[config.mk]
export PLATFORM = sky130hd
export DESIGN_NAME = filler_injector
export DESIGN_NICKNAME = d
export VERILOG_FILES = /design/src/rtl/inj_pkg.sv /design/src/rtl/inj_trigger.sv /design/src/rtl/inj_burst_ctl.sv /design/src/rtl/inj_slot_mux.sv /design/src/rtl/filler_injector.sv
export SDC_FILE = /design/constraint.sdc
export NUM_CORES = 1
export LEC_CHECK = 0
export ABC_AREA = 0
export BUFFER_PORTS_ARGS = -buffer_cell sky130_fd_sc_hd__buf_2
export CAP_MARGIN = 20
export CORE_MARGIN = 3
export CORE_UTILIZATION = 32
export DETAILED_ROUTE_END_ITERATION = 7
export PLACE_DENSITY_LB_ADDON = 0.08
export SLEW_MARGIN = 20
export SYNTH_ARGS = -nofsm -noshare
export SYNTH_HDL_FRONTEND = slang
export SYNTH_SLANG_ARGS = --single-unit
[constraint.sdc]
create_clock -name clk -period 3.9 [get_ports clk]
set_input_delay 0.195 -clock clk [delete_from_list [all_inputs] [get_ports clk]]
set_output_delay 0.195 -clock clk [all_outputs]
set_load 0.005 [all_outputs]
[src/rtl/inj_pkg.sv]
package inj_pkg;
  typedef enum logic {ST_PASS = 1'b0, ST_FILL = 1'b1} inj_state_e;
  localparam logic KIND_NOP = 1'b0;
  localparam logic KIND_BTS = 1'b1;
endpackage

[src/rtl/inj_trigger.sv]
module inj_trigger #(
  parameter int RATE_W = 4,
  localparam int TRIG_W = (1 << RATE_W) - 1
) (
  input  logic [RATE_W-1:0] rate,
  input  logic [TRIG_W-1:0] rnd_trig,
  output logic              hit
);
  logic [TRIG_W-1:0] mask;

  // bit i takes part in the compare when i < rate
  for (genvar i = 0; i < TRIG_W; i++) begin : g_mask
    assign mask[i] = (32'(i) < 32'(rate));
  end

  assign hit = ~|(rnd_trig & mask);
endmodule

[src/rtl/inj_burst_ctl.sv]
module inj_burst_ctl
  import inj_pkg::*;
#(
  parameter int LEN_W = 3
) (
  input  logic             clk,
  input  logic             rst_n,
  input  logic             start,
  input  logic [LEN_W-1:0] len_code,
  input  logic             kind_second,
  input  logic             kind_step,
  input  logic             accept,
  input  logic             kill,
  output logic             in_fill,
  output logic             cur_kind
);
  inj_state_e       state_q, state_d;
  logic [LEN_W-1:0] rem_q, rem_d;
  logic             kind_q, kind_d;
  logic             upd;

  // next state
  always_comb begin
    state_d = state_q;
    rem_d   = rem_q;
    kind_d  = kind_q;
    upd     = 1'b0;
    unique case (state_q)
      ST_PASS: begin
        if (start && (len_code != '0)) begin
          state_d = ST_FILL;
          rem_d   = len_code;
          kind_d  = kind_second;
          upd     = 1'b1;
        end
      end
      ST_FILL: begin
        if (accept) begin
          upd = 1'b1;
          if (kill || (rem_q == LEN_W'(1))) begin
            state_d = ST_PASS;
            rem_d   = '0;
          end else begin
            rem_d  = rem_q - LEN_W'(1);
            kind_d = kind_step;
          end
        end
      end
      default: state_d = ST_PASS;
    endcase
  end

  // registers with explicit enable
  always_ff @(posedge clk or negedge rst_n) begin
    if (!rst_n) begin
      state_q <= ST_PASS;
      rem_q   <= '0;
      kind_q  <= KIND_NOP;
    end else if (upd) begin
      state_q <= state_d;
      rem_q   <= rem_d;
      kind_q  <= kind_d;
    end
  end

  assign in_fill  = (state_q == ST_FILL);
  assign cur_kind = kind_q;

  assert_rem_live_R4: assert property (@(posedge clk) disable iff (!rst_n)
    in_fill |-> (rem_q != '0));
  assert_kill_end_R9: assert property (@(posedge clk) disable iff (!rst_n)
    (in_fill && accept && kill) |=> !in_fill);
  assert_hold_slot_R10: assert property (@(posedge clk) disable iff (!rst_n)
    (in_fill && !accept) |=> (in_fill && $stable(kind_q)));
endmodule

[src/rtl/inj_slot_mux.sv]
module inj_slot_mux #(
  parameter int          XLEN     = 32,
  parameter int          PC_W     = 32,
  parameter logic [XLEN-1:0] NOP_WORD = 32'h0000_0013,
  parameter logic [XLEN-1:0] BTS_WORD = 32'h0000_006F
) (
  input  logic            fill_sel,
  input  logic            kind,
  input  logic            fetch_valid,
  input  logic [XLEN-1:0] fetch_instr,
  input  logic [PC_W-1:0] fetch_pc,
  input  logic            dec_ready,
  output logic            fetch_ready,
  output logic            dec_valid,
  output logic [XLEN-1:0] dec_instr,
  output logic [PC_W-1:0] dec_pc
);
  logic [XLEN-1:0] filler_word;

  assign filler_word = kind ? BTS_WORD : NOP_WORD;

  always_comb begin
    if (fill_sel) begin
      dec_valid   = 1'b1;
      dec_instr   = filler_word;
      dec_pc      = fetch_pc;
      fetch_ready = 1'b0;
    end else begin
      dec_valid   = fetch_valid;
      dec_instr   = fetch_instr;
      dec_pc      = fetch_pc;
      fetch_ready = dec_ready;
    end
  end
endmodule

[src/rtl/filler_injector.sv]
module filler_injector
  import inj_pkg::*;
#(
  parameter int              XLEN      = 32,
  parameter int              PC_W      = 32,
  parameter int              RATE_W    = 4,
  parameter int              MAX_BURST = 8,
  parameter logic [XLEN-1:0] NOP_WORD  = 32'h0000_0013,
  parameter logic [XLEN-1:0] BTS_WORD  = 32'h0000_006F,
  localparam int TRIG_W  = (1 << RATE_W) - 1,
  localparam int LEN_W   = $clog2(MAX_BURST),
  localparam int LEN_LO  = TRIG_W,
  localparam int KIND_A  = TRIG_W + LEN_W,
  localparam int KIND_B  = TRIG_W + LEN_W + 1,
  localparam int RND_W   = TRIG_W + LEN_W + 2
) (
  input  logic              clk,
  input  logic              rst_n,
  input  logic              fetch_valid,
  output logic              fetch_ready,
  input  logic [XLEN-1:0]   fetch_instr,
  input  logic [PC_W-1:0]   fetch_pc,
  input  logic [RND_W-1:0]  rnd_bits,
  input  logic              inj_en,
  input  logic [RATE_W-1:0] inj_rate,
  input  logic              sleep_req,
  output logic              dec_valid,
  input  logic              dec_ready,
  output logic [XLEN-1:0]   dec_instr,
  output logic [PC_W-1:0]   dec_pc
);
  logic hit, eligible, start, in_fill, cur_kind, kind_now, fill_sel, accept, kill;

  inj_trigger #(.RATE_W(RATE_W)) u_trig (
    .rate     (inj_rate),
    .rnd_trig (rnd_bits[TRIG_W-1:0]),
    .hit      (hit)
  );

  assign kill     = ~inj_en | sleep_req;
  assign eligible = ~kill & fetch_valid & dec_ready & ~in_fill;
  assign start    = eligible & hit;
  assign accept   = in_fill & dec_ready;
  assign fill_sel = in_fill | start;
  assign kind_now = in_fill ? cur_kind : rnd_bits[KIND_A];

  inj_burst_ctl #(.LEN_W(LEN_W)) u_ctl (
    .clk         (clk),
    .rst_n       (rst_n),
    .start       (start),
    .len_code    (rnd_bits[LEN_LO +: LEN_W]),
    .kind_second (rnd_bits[KIND_B]),
    .kind_step   (rnd_bits[KIND_A]),
    .accept      (accept),
    .kill        (kill),
    .in_fill     (in_fill),
    .cur_kind    (cur_kind)
  );

  inj_slot_mux #(
    .XLEN(XLEN), .PC_W(PC_W), .NOP_WORD(NOP_WORD), .BTS_WORD(BTS_WORD)
  ) u_mux (
    .fill_sel    (fill_sel),
    .kind        (kind_now),
    .fetch_valid (fetch_valid),
    .fetch_instr (fetch_instr),
    .fetch_pc    (fetch_pc),
    .dec_ready   (dec_ready),
    .fetch_ready (fetch_ready),
    .dec_valid   (dec_valid),
    .dec_instr   (dec_instr),
    .dec_pc      (dec_pc)
  );

  // slot counter for the burst-length check
  logic [LEN_W:0] slot_cnt_q;
  always_ff @(posedge clk or negedge rst_n) begin
    if (!rst_n)                 slot_cnt_q <= '0;
    else if (start)             slot_cnt_q <= (LEN_W+1)'(1);
    else if (accept)            slot_cnt_q <= slot_cnt_q + (LEN_W+1)'(1);
    else if (!in_fill)          slot_cnt_q <= '0;
  end

  assert_burst_len_R4: assert property (@(posedge clk) disable iff (!rst_n)
    slot_cnt_q <= (LEN_W+1)'(MAX_BURST));
  assert_pass_R2: assert property (@(posedge clk) disable iff (!rst_n)
    (!inj_en && !in_fill) |-> (dec_instr == fetch_instr && fetch_ready == dec_ready
                               && dec_valid == fetch_valid));
  assert_sleep_R8: assert property (@(posedge clk) disable iff (!rst_n)
    (sleep_req && !in_fill) |-> (fetch_ready == dec_ready));
  assert_stall_R7: assert property (@(posedge clk) disable iff (!rst_n)
    in_fill |-> !fetch_ready);
  assert_pc_R6: assert property (@(posedge clk) disable iff (!rst_n)
    in_fill |-> (dec_valid && dec_pc == fetch_pc));
  assert_filler_R5: assert property (@(posedge clk) disable iff (!rst_n)
    in_fill |-> (dec_instr == NOP_WORD || dec_instr == BTS_WORD));
  assert_stable_R10: assert property (@(posedge clk) disable iff (!rst_n)
    (in_fill && !dec_ready) |=> (in_fill && $stable(dec_instr)));
endmodule

# Word level (Yosys, flattened, before mapping)
# Cells that the tools add are included.
[totals] ff_bits=5 word_cells=60
[classes] addsub=1 magnitude_cmp=15 n_eq_ne=4 n_mux=19 bitwise=11 reduce_logical=7
[ops] op="$mux 32" count=1
[ops] op="$lt 4x4->1 const A" count=7
[ops] op="$lt 3x4->1 const A" count=4
[ops] op="$and 15x15->15" count=1
[ops] op="$reduce_or 15->1" count=1
[ops] op="$mux 1" count=10
[ops] op="$mux 3" count=3
[ops] op="$lt 1x4->1 const A" count=2
[ops] op="$lt 2x4->1 const A" count=2
[ops] op="$mux 7" count=1
[ops] op="$pmux 1 s2" count=3
[ops] op="$pmux 3 s2" count=1
[ops] op="$and 1x1->1" count=5
[ops] op="$ne 2x2->1 const B" count=2
[ops] op="$reduce_and 4->1" count=1
[ops] op="$eq 3x1->1 const B" count=1
[ops] op="$not 1->1" count=3
[ops] op="$reduce_and 3->1" count=1
[ops] op="$reduce_bool 3->1" count=1
[ops] op="$sub 3x1->3 const B" count=1
[ops] op="$ne 2x1->1 const B" count=1
[ops] op="$or 1x1->1" count=2
[ops] op="$logic_and 1x1->1" count=1
[ops] op="$logic_not 1->1" count=1
[ops] op="$logic_or 1x1->1" count=1

# Logic depth before layout (Yosys ltp)
# Gate-level depths: netlist of run 1.
[depth] depth_word=11 ltp_mapped=8

# Modules after synthesis
# Synthesis of run 1 repeated with hierarchy kept, for this count alone.
[unflattened] cells_unflattened=135 area_unflattened_um2=1068.5
[by_module_without_submodules] mod="inj_slot_mux" n_inst=1 cells_each=75 area_per_inst_um2=500.5
[by_module_without_submodules] mod="inj_burst_ctl" n_inst=1 cells_each=29 area_per_inst_um2=331.6
[by_module_without_submodules] mod="inj_trigger" n_inst=1 cells_each=24 area_per_inst_um2=171.4
[by_module_without_submodules] mod="filler_injector" n_inst=1 cells_each=7 area_per_inst_um2=65.1

# Least setup slack after synthesis of run 1
# No wires, ideal clock.
[synth_timing] kind="input to output" start="in inj_rate[3]" end="out dec_instr[4]" arrival_time_ns=1.637 required_time_ns=3.705 setup_slack_ns=2.068 cell_stages=8 path_buffers=1 cell_sequence="clkbuf_1 -> a22o_1 -> a311oi_1 -> nand4_1 -> nor3_4 -> inv_1 -> o22ai_2 -> a21o_1"
[synth_between] elab_chain_len=7 elab_cells_between_ends=21 cone_classes="15 x order compare; 1 x mux; 3 x bitwise; 2 x reduce/logical"
[synth_lines] item="start: declaration" line="filler_injector.sv:25" rtl="input logic [RATE_W-1:0] inj_rate,"
[synth_lines] item="$lt 1x4->1 (tied with other cells)" line="inj_trigger.sv:13" rtl="assign mask[i] = (32'(i) < 32'(rate));"
[synth_lines] item="$and 15x15->15 (*)" line="inj_trigger.sv:16" rtl="assign hit = ~|(rnd_trig & mask);"
[synth_lines] item="$reduce_or 15->1 (*)" line="inj_trigger.sv:16"
[synth_lines] item="$logic_not 1->1 (*)" line="inj_trigger.sv:16"
[synth_lines] item="$and 1x1->1 (*)" line="filler_injector.sv:42" rtl="assign start = eligible & hit;"
[synth_lines] item="$or 1x1->1 (*)" line="filler_injector.sv:44" rtl="assign fill_sel = in_fill | start;"
[synth_lines] item="$mux 32 (*)" line="inj_slot_mux.sv:23" rtl="if (fill_sel) begin"
[synth_lines] item="end: declaration" line="filler_injector.sv:29" rtl="output logic [XLEN-1:0] dec_instr,"
# Every way passes the cells marked *; elsewhere a longest branch is shown, timed or not.

# Final worst setup path of run 1
[layout_timing] start="reg u_ctl.state_q, in the netlist u_ctl.in_fill" end="out dec_instr[4]"
[layout_between] elab_chain_len=5 elab_cells_between_ends=7 cone_classes="3 x mux; 4 x bitwise"
[layout_lines] item="start: declaration" line="inj_burst_ctl.sv:17" rtl="inj_state_e state_q, state_d;"
[layout_lines] item="start signal: assignment" line="inj_burst_ctl.sv:60" rtl="state_q <= state_d;"
[layout_lines] item="$not 1->1"
[layout_lines] item="$and 1x1->1" line="filler_injector.sv:41" rtl="assign eligible = ~kill & fetch_valid & dec_ready & ~in_fill;"
[layout_lines] item="$and 1x1->1" line="filler_injector.sv:42"
[layout_lines] item="$or 1x1->1" line="filler_injector.sv:44"
[layout_lines] item="$mux 32 (*)" line="inj_slot_mux.sv:23"
# Marks and branches as above.

==> results_dict.tcl, run 1 <==
set metrics [dict create \
    swShare 0.299 \
    initial_core_util 0.336 \
    vias 1135 \
    synthArstFlopShare 1.00 \
    cts_sinks 5 \
    clockBufferDepth 2 \
    power.total_mw 0.210 \
    p_switching_mw 0.0629 \
    irDropWorstVdd_mv 0.0550 \
    fin_crit_ps 2280 \
    post-route-util 0.424 \
    pwr-share-seq 0.272 \
    core_area_um2 3080 \
    clk_latency_ps 240 \
    startpoint "u_ctl.in_fill$_DFFE_PN0P_" \
    skew_ps 0.200 \
    p_leak_nw 0.690 \
    grt_pass1_vias 1105 \
    crit_fanout 12 \
    areaGrowthSynthToFinish_pct 26.0 \
    setup_viol 0 \
    synth_area_um2 1030 \
    fmaxAchievable_mhz 438 \
    die_h_um 62.9 \
    drtIter0Drc 29 \
    drv_slew 0 \
    drt_pass1_iterations 4 \
    synth.area.top_cells "buf_4 23%, and2_1 16%, dfrtp_1 12%" \
    crit_type "flop to output port" \
    post_cts_buffers 0 \
    r2r-end "u_ctl.rem_q[2]$_DFFE_PN0P_" \
    tns_ps 0 \
    yosys.area.top_type_share 0.232 \
    rows 20 \
    die_width_um 62.9 \
    grt_max_degree 32 \
    timing.rr.start "u_ctl.in_fill$_DFFE_PN0P_" \
    hold_viol 0 \
    min_path_cells 3 \
    synth_seq_cells 5 \
    ant_nets 0 \
    powerDensity_nw_per_um2 161 \
    synthFlopType "dfrtp_1" \
    synthCells 138 \
    fin_crit_sh 0.585 \
    dieArea_um2 3950 \
    viasPerCell 4.65 \
    cp.required_ps 3700 \
    synth-edff-count 0 \
    drive_gt1_frac 0.550 \
    grt_setup_unrepaired "no" \
    worstMarginPinSlew_ps 443 \
    rrSetupSlack_ps 2010 \
    wire_per_inst_um 12.8 \
    grt_overflow 0 \
    maxCapViolations 0 \
    ys_types 42 \
    status "complete, no violations" \
    io_buffers 95 \
    cts_tree "done" \
    route.detailed.drc 0 \
    cts_root_buffer "clkbuf_4" \
    yosys_warnings 0 \
    dp.final_hpwl_um 2700 \
    grt_antenna_before_repair 0 \
    ioPinCount 160 \
    start_kind "flop" \
    reg2regPathDepth 6 \
    endpoint "dec_instr[4]" \
    antennaDiodeCount 0 \
    track_usage 0.149 \
    comb_power_share 0.434 \
    cp.arrival_ps 2090 \
    htreeDepth 1 \
    gp_congestion 0.821 \
    seq_area_frac_synth 0.121 \
    nNetsFinal 297 \
    routed_wirelength_um 3120 \
    avgSynthCellArea_um2 7.50 \
    hold_path.class "input port to flop" \
    max-slew-margin-rel 0.704 \
    cts_buffers 3 \
    p_int_mw 0.147 \
    yosysTopAreaCell "buf_4" \
    fillers 351 \
    hold_buffers 1 \
    grt_pass1_wl_um 4890 \
    worstSetupEndpointType "output port" \
    syn-num-nets 234 \
    clock_power_share 0.294 \
    cts.repair.resized 0 \
    clkTransAtPathRegs_ps 50 \
]
[metal layers]
| metal | GRT usage | wire, µm | up-vias |
|---|---|---|---|
| li1 | - | - | 559 |
| met1 | 0.139 | 1030 | 484 |
| met2 | 0.271 | 1600 | 74 |
| met3 | 0.0665 | 407 | 18 |
| met4 | 0.0716 | 77 | 0 |
| met5 | 0 | 0 | - |
[worst max-delay path: stages, from the launching register on]
cell and delay, ps:
dfrtp_1 520, a311oi_1 260, nand4_1 170, nor3_4 360, inv_1 100, o22ai_2 220
a21o_1 120, buf_2 110
[power groups by stage]
stage	Sequential (mW)	Combinational (mW)	Clock, mW
floorplan	0.0570	0.0643	0
global placement	0.0577	0.0909	0
detailed placement	0.0577	0.0916	0
CTS	0.0571	0.0926	0.0641
global route	0.0573	0.102	0.0715
finish	0.0571	0.0913	0.0619
[placed cells by master (no fill, tap or decap), drive strengths merged, types with 2 or more instances in the layout]
cell / count
buf: 95
and2: 26
a21oi: 10
inv: 8
nand2: 6
dfrtp: 5
o21ai: 5
nor2: 4
or3: 4
clkbuf: 4
o21a: 3
nand4: 2
nand3: 2
ha: 2
a21o: 2
o22ai: 2
[registers in the layout, indices dropped and copies added, names as in the netlist]
register,count
u_ctl.in_fill,1
u_ctl.rem_q,3
u_ctl.cur_kind,1
[stage by stage]
| step | cells | setup WS (ps) | instance area (µm²) | hold WS, ps |
|---|---|---|---|---|
| 2_1_floorplan | 138 | 2070 | 1030 | -101 |
| 3_3_place_gp | 239 | 1800 | 1270 | 11.3 |
| 3_5_place_dp | 239 | 1770 | 1270 | 14.3 |
| 4_1_cts | 244 | 1570 | 1300 | 244 |
| 5_1_grt | 244 | 1370 | 1300 | 259 |
| 6_report | 244 | 1620 | 1300 | 246 |
[cell families (layout without fill, tap and decap cells)]
| kind of cell | Yosys count | in the layout | share of synthesized area |
|---|---|---|---|
| buffers and inverters | 46 | 108 | 0.317 |
| DFF | 5 | 5 | 0.121 |
| adders and majority gates | 3 | 3 | 0.0351 |
| and+or+nand+nor | 50 | 50 | 0.300 |
| AOI/OAI and AO/OA | 33 | 33 | 0.218 |
| muxes | 1 | 1 | 0.00967 |
[how the worst min path moves through the flow]
stage / slack [ps] / endpoint / from
global placement: 10 / u_ctl.in_fill$_DFFE_PN0P_ / rst_n
global route: 260 / u_ctl.rem_q[1]$_DFFE_PN0P_ / dec_ready
detailed placement: 10 / u_ctl.in_fill$_DFFE_PN0P_ / rst_n
floorplan: -100 / u_ctl.cur_kind$_DFFE_PN0P_ / rst_n
finish: 250 / u_ctl.rem_q[0]$_DFFE_PN0P_ / rnd_bits[15]
CTS: 240 / u_ctl.rem_q[0]$_DFFE_PN0P_ / rnd_bits[15]
[cell usage after synthesis (all sizes together), types with 2 or more instances]
master / n
inv: 8
or3: 4
a21o: 2
ha: 2
o21ai: 5
nand4: 2
dfrtp: 5
nor2: 4
nand2: 6
a21oi: 10
nand3: 2
and2: 26
buf: 36
o21a: 3
o22ai: 2
[final cells by class]
cell class                 instances  area, µm²  share of cell area
inverter                           8       30.0              0.0230
tap                               44       55.1              0.0422
multi-input combinational         87        582               0.446
timing repair buffer              96        485               0.372
sequential                         5        125              0.0960
clock buffer                       4       26.3              0.0202
No activity file was read; power rests on OpenSTA's default activity.
==> inputs of run 2 (changes only) <==
--- a/config.mk
+++ b/config.mk
@@ -9,7 +9,7 @@
 export BUFFER_PORTS_ARGS = -buffer_cell sky130_fd_sc_hd__buf_2
 export CAP_MARGIN = 20
 export CORE_MARGIN = 3
-export CORE_UTILIZATION = 32
+export CORE_UTILIZATION = 26
 export DETAILED_ROUTE_END_ITERATION = 7
 export PLACE_DENSITY_LB_ADDON = 0.08
 export SLEW_MARGIN = 20
==> constraint.sdc (replaced) <==
create_clock -name clk -period 2 [get_ports clk]
set_input_delay 0.1 -clock clk [delete_from_list [all_inputs] [get_ports clk]]
set_output_delay 0.1 -clock clk [all_outputs]
set_load 0.005 [all_outputs]
==> run 2 against run 1 <==
Compared with the run above: core utilization is 6.1 points lower; critical endpoint unchanged; largest power group is now the clock network; via count is 1.7% higher; combinational power is 95% higher; sequential cell count stayed put.
==> results_dict.tcl, run 2 (same netlist as run 1, synthesis figures left out) <==
set metrics [dict create \
    crit_fanout 31 \
    clockBufferDepth 2 \
    stdcell_count 251 \
    die_width_um 69.1 \
    grt_max_degree 32 \
    hold_viol 0 \
    grt_setup_unrepaired "no" \
    finalWorstSetupSlack_ps 202 \
    cts_tree "done" \
    clk_latency_ps 220 \
    hold_path.class "input port to flop" \
    fin_crit_ps 1800 \
    vias 1154 \
    die_h_um 69.1 \
    tns_ps 0 \
    drt_pass1_iterations 4 \
    dp.final_hpwl_um 2800 \
    worstSetupEndpointType "output port" \
    irDropWorstVdd_mv 0.247 \
    p_leak_nw 0.717 \
    nNetsFinal 300 \
    fillers 403 \
    ant_nets 0 \
    viasPerCell 4.60 \
    timing.rr.start "u_ctl.in_fill$_DFFE_PN0P_" \
    worstMarginPinSlew_ps 468 \
    maxCapViolations 0 \
    areaGrowthSynthToFinish_pct 31.3 \
    grt_antenna_before_repair 0 \
    core_area_um2 3740 \
    skew_ps 2.76 \
    mostFrequentLayoutCell "buf_2" \
    whs_ps 158 \
    cp.arrival_ps 1700 \
    routed_wirelength_um 3160 \
    start_kind "flop" \
    ioPinCount 160 \
    drv_slew 0 \
    powerDensity_nw_per_um2 347 \
    status "complete, no violations" \
    rows 22 \
    largest_register_ffs 3 \
    htreeDepth 1 \
    cp.required_ps 1900 \
    cts_sinks 5 \
    antennaDiodeCount 0 \
    cts_buffers 3 \
    cts_root_buffer "clkbuf_8" \
    post-place-ws_ps 12.9 \
    io_buffers 95 \
    endpoint "dec_instr[4]" \
    track_usage 0.126 \
    dieArea_um2 4770 \
    post-route-util 0.363 \
    crit_slowest_cell "dfrtp_1" \
    placed_cell_area_um2 1280 \
    max-slew-margin-rel 0.687 \
    startpoint "u_ctl.in_fill$_DFFE_PN0P_" \
    dpl.cell_count 244 \
    drtIter0Drc 19 \
    crit_type "flop to output port" \
    max_stage_delay_ps 380 \
    initial_core_util 0.276 \
    wire_per_inst_um 12.6 \
    drive_gt1_frac 0.567 \
    grt_pass1_vias 1112 \
    grt_pass1_wl_um 5180 \
    fmaxAchievable_mhz 556 \
    regMostFlops "u_ctl.rem_q" \
    r2r-end "u_ctl.rem_q[1]$_DFFE_PN0P_" \
    grt_overflow 0 \
    setup_viol 0 \
    fin_crit_sh 0.899 \
    power.total_mw 0.471 \
    final_cell_mix "95 x buf_2, 26 x and2_1, 10 x a21oi_1" \
    crit_chain "a311oi_1, nand4_1, nor3_4, buf_4, nor2_4, a21o_1, buf_2" \
    reg2regPathDepth 8 \
    route.detailed.drc 0 \
    gp_congestion 0.869 \
    rrSetupSlack_ps 340 \
    clkTransAtPathRegs_ps 40 \
    fin_area_um2 1360 \
]
run 2: area by class of cell:
cell class                      count  area (µm²)  area share
Multi-Input combinational cell     87         589       0.434
Tap cell                           48        60.1      0.0442
Clock buffer                        3        41.3      0.0304
Inverter                            8        30.0      0.0221
Timing Repair Buffer               99         508       0.374
Sequential cell                     5         125      0.0921
Clock inverter                      1        5.00     0.00368
run 2: worst min-delay path by stage:
stage,from,endpoint,slack (ps),cells past startpoint
2_1_floorplan,rst_n,u_ctl.cur_kind$_DFFE_PN0P_,-200,0
5_1_grt,rnd_bits[15],u_ctl.rem_q[0]$_DFFE_PN0P_,190,3
6_report,rnd_bits[15],u_ctl.rem_q[0]$_DFFE_PN0P_,160,3
3_3_place_gp,rst_n,u_ctl.cur_kind$_DFFE_PN0P_,-80,1
3_5_place_dp,rst_n,u_ctl.cur_kind$_DFFE_PN0P_,-80,1
4_1_cts,rnd_bits[15],u_ctl.rem_q[0]$_DFFE_PN0P_,160,3
run 2: metal layers:
metal	part of all wire	vias up	global-route usage
met5	0	-	0
met4	0.016	0	0.0347
met3	0.14	10	0.0641
met2	0.49	90	0.230
met1	0.35	488	0.125
li1	-	566	-
run 2: critical path, delay by kind of cell (launching register included):
kind / cells / cell delay, ps
AND/OR/NAND/NOR: 3 / 410
flip-flops: 1 / 380
AO/OA/AOI/OAI: 2 / 400
buffers and inverters: 2 / 290
run 2: what timing repair did:
action                                  in CTS  in global routing
gates resized for setup                      0                  2
hold buffers                                 1                  0
gates cloned                                 0                  0
endpoints found under the setup margin      31                 31
endpoints found under the hold margin        5                  0
pin swaps                                    1                  3
buffers inserted                             1                  1
run 2: power by group:
part	internal (mW)	switching (mW)
clock network	0.134	0.0484
registers	0.107	0.00465
logic	0.105	0.0724
total	0.346	0.125
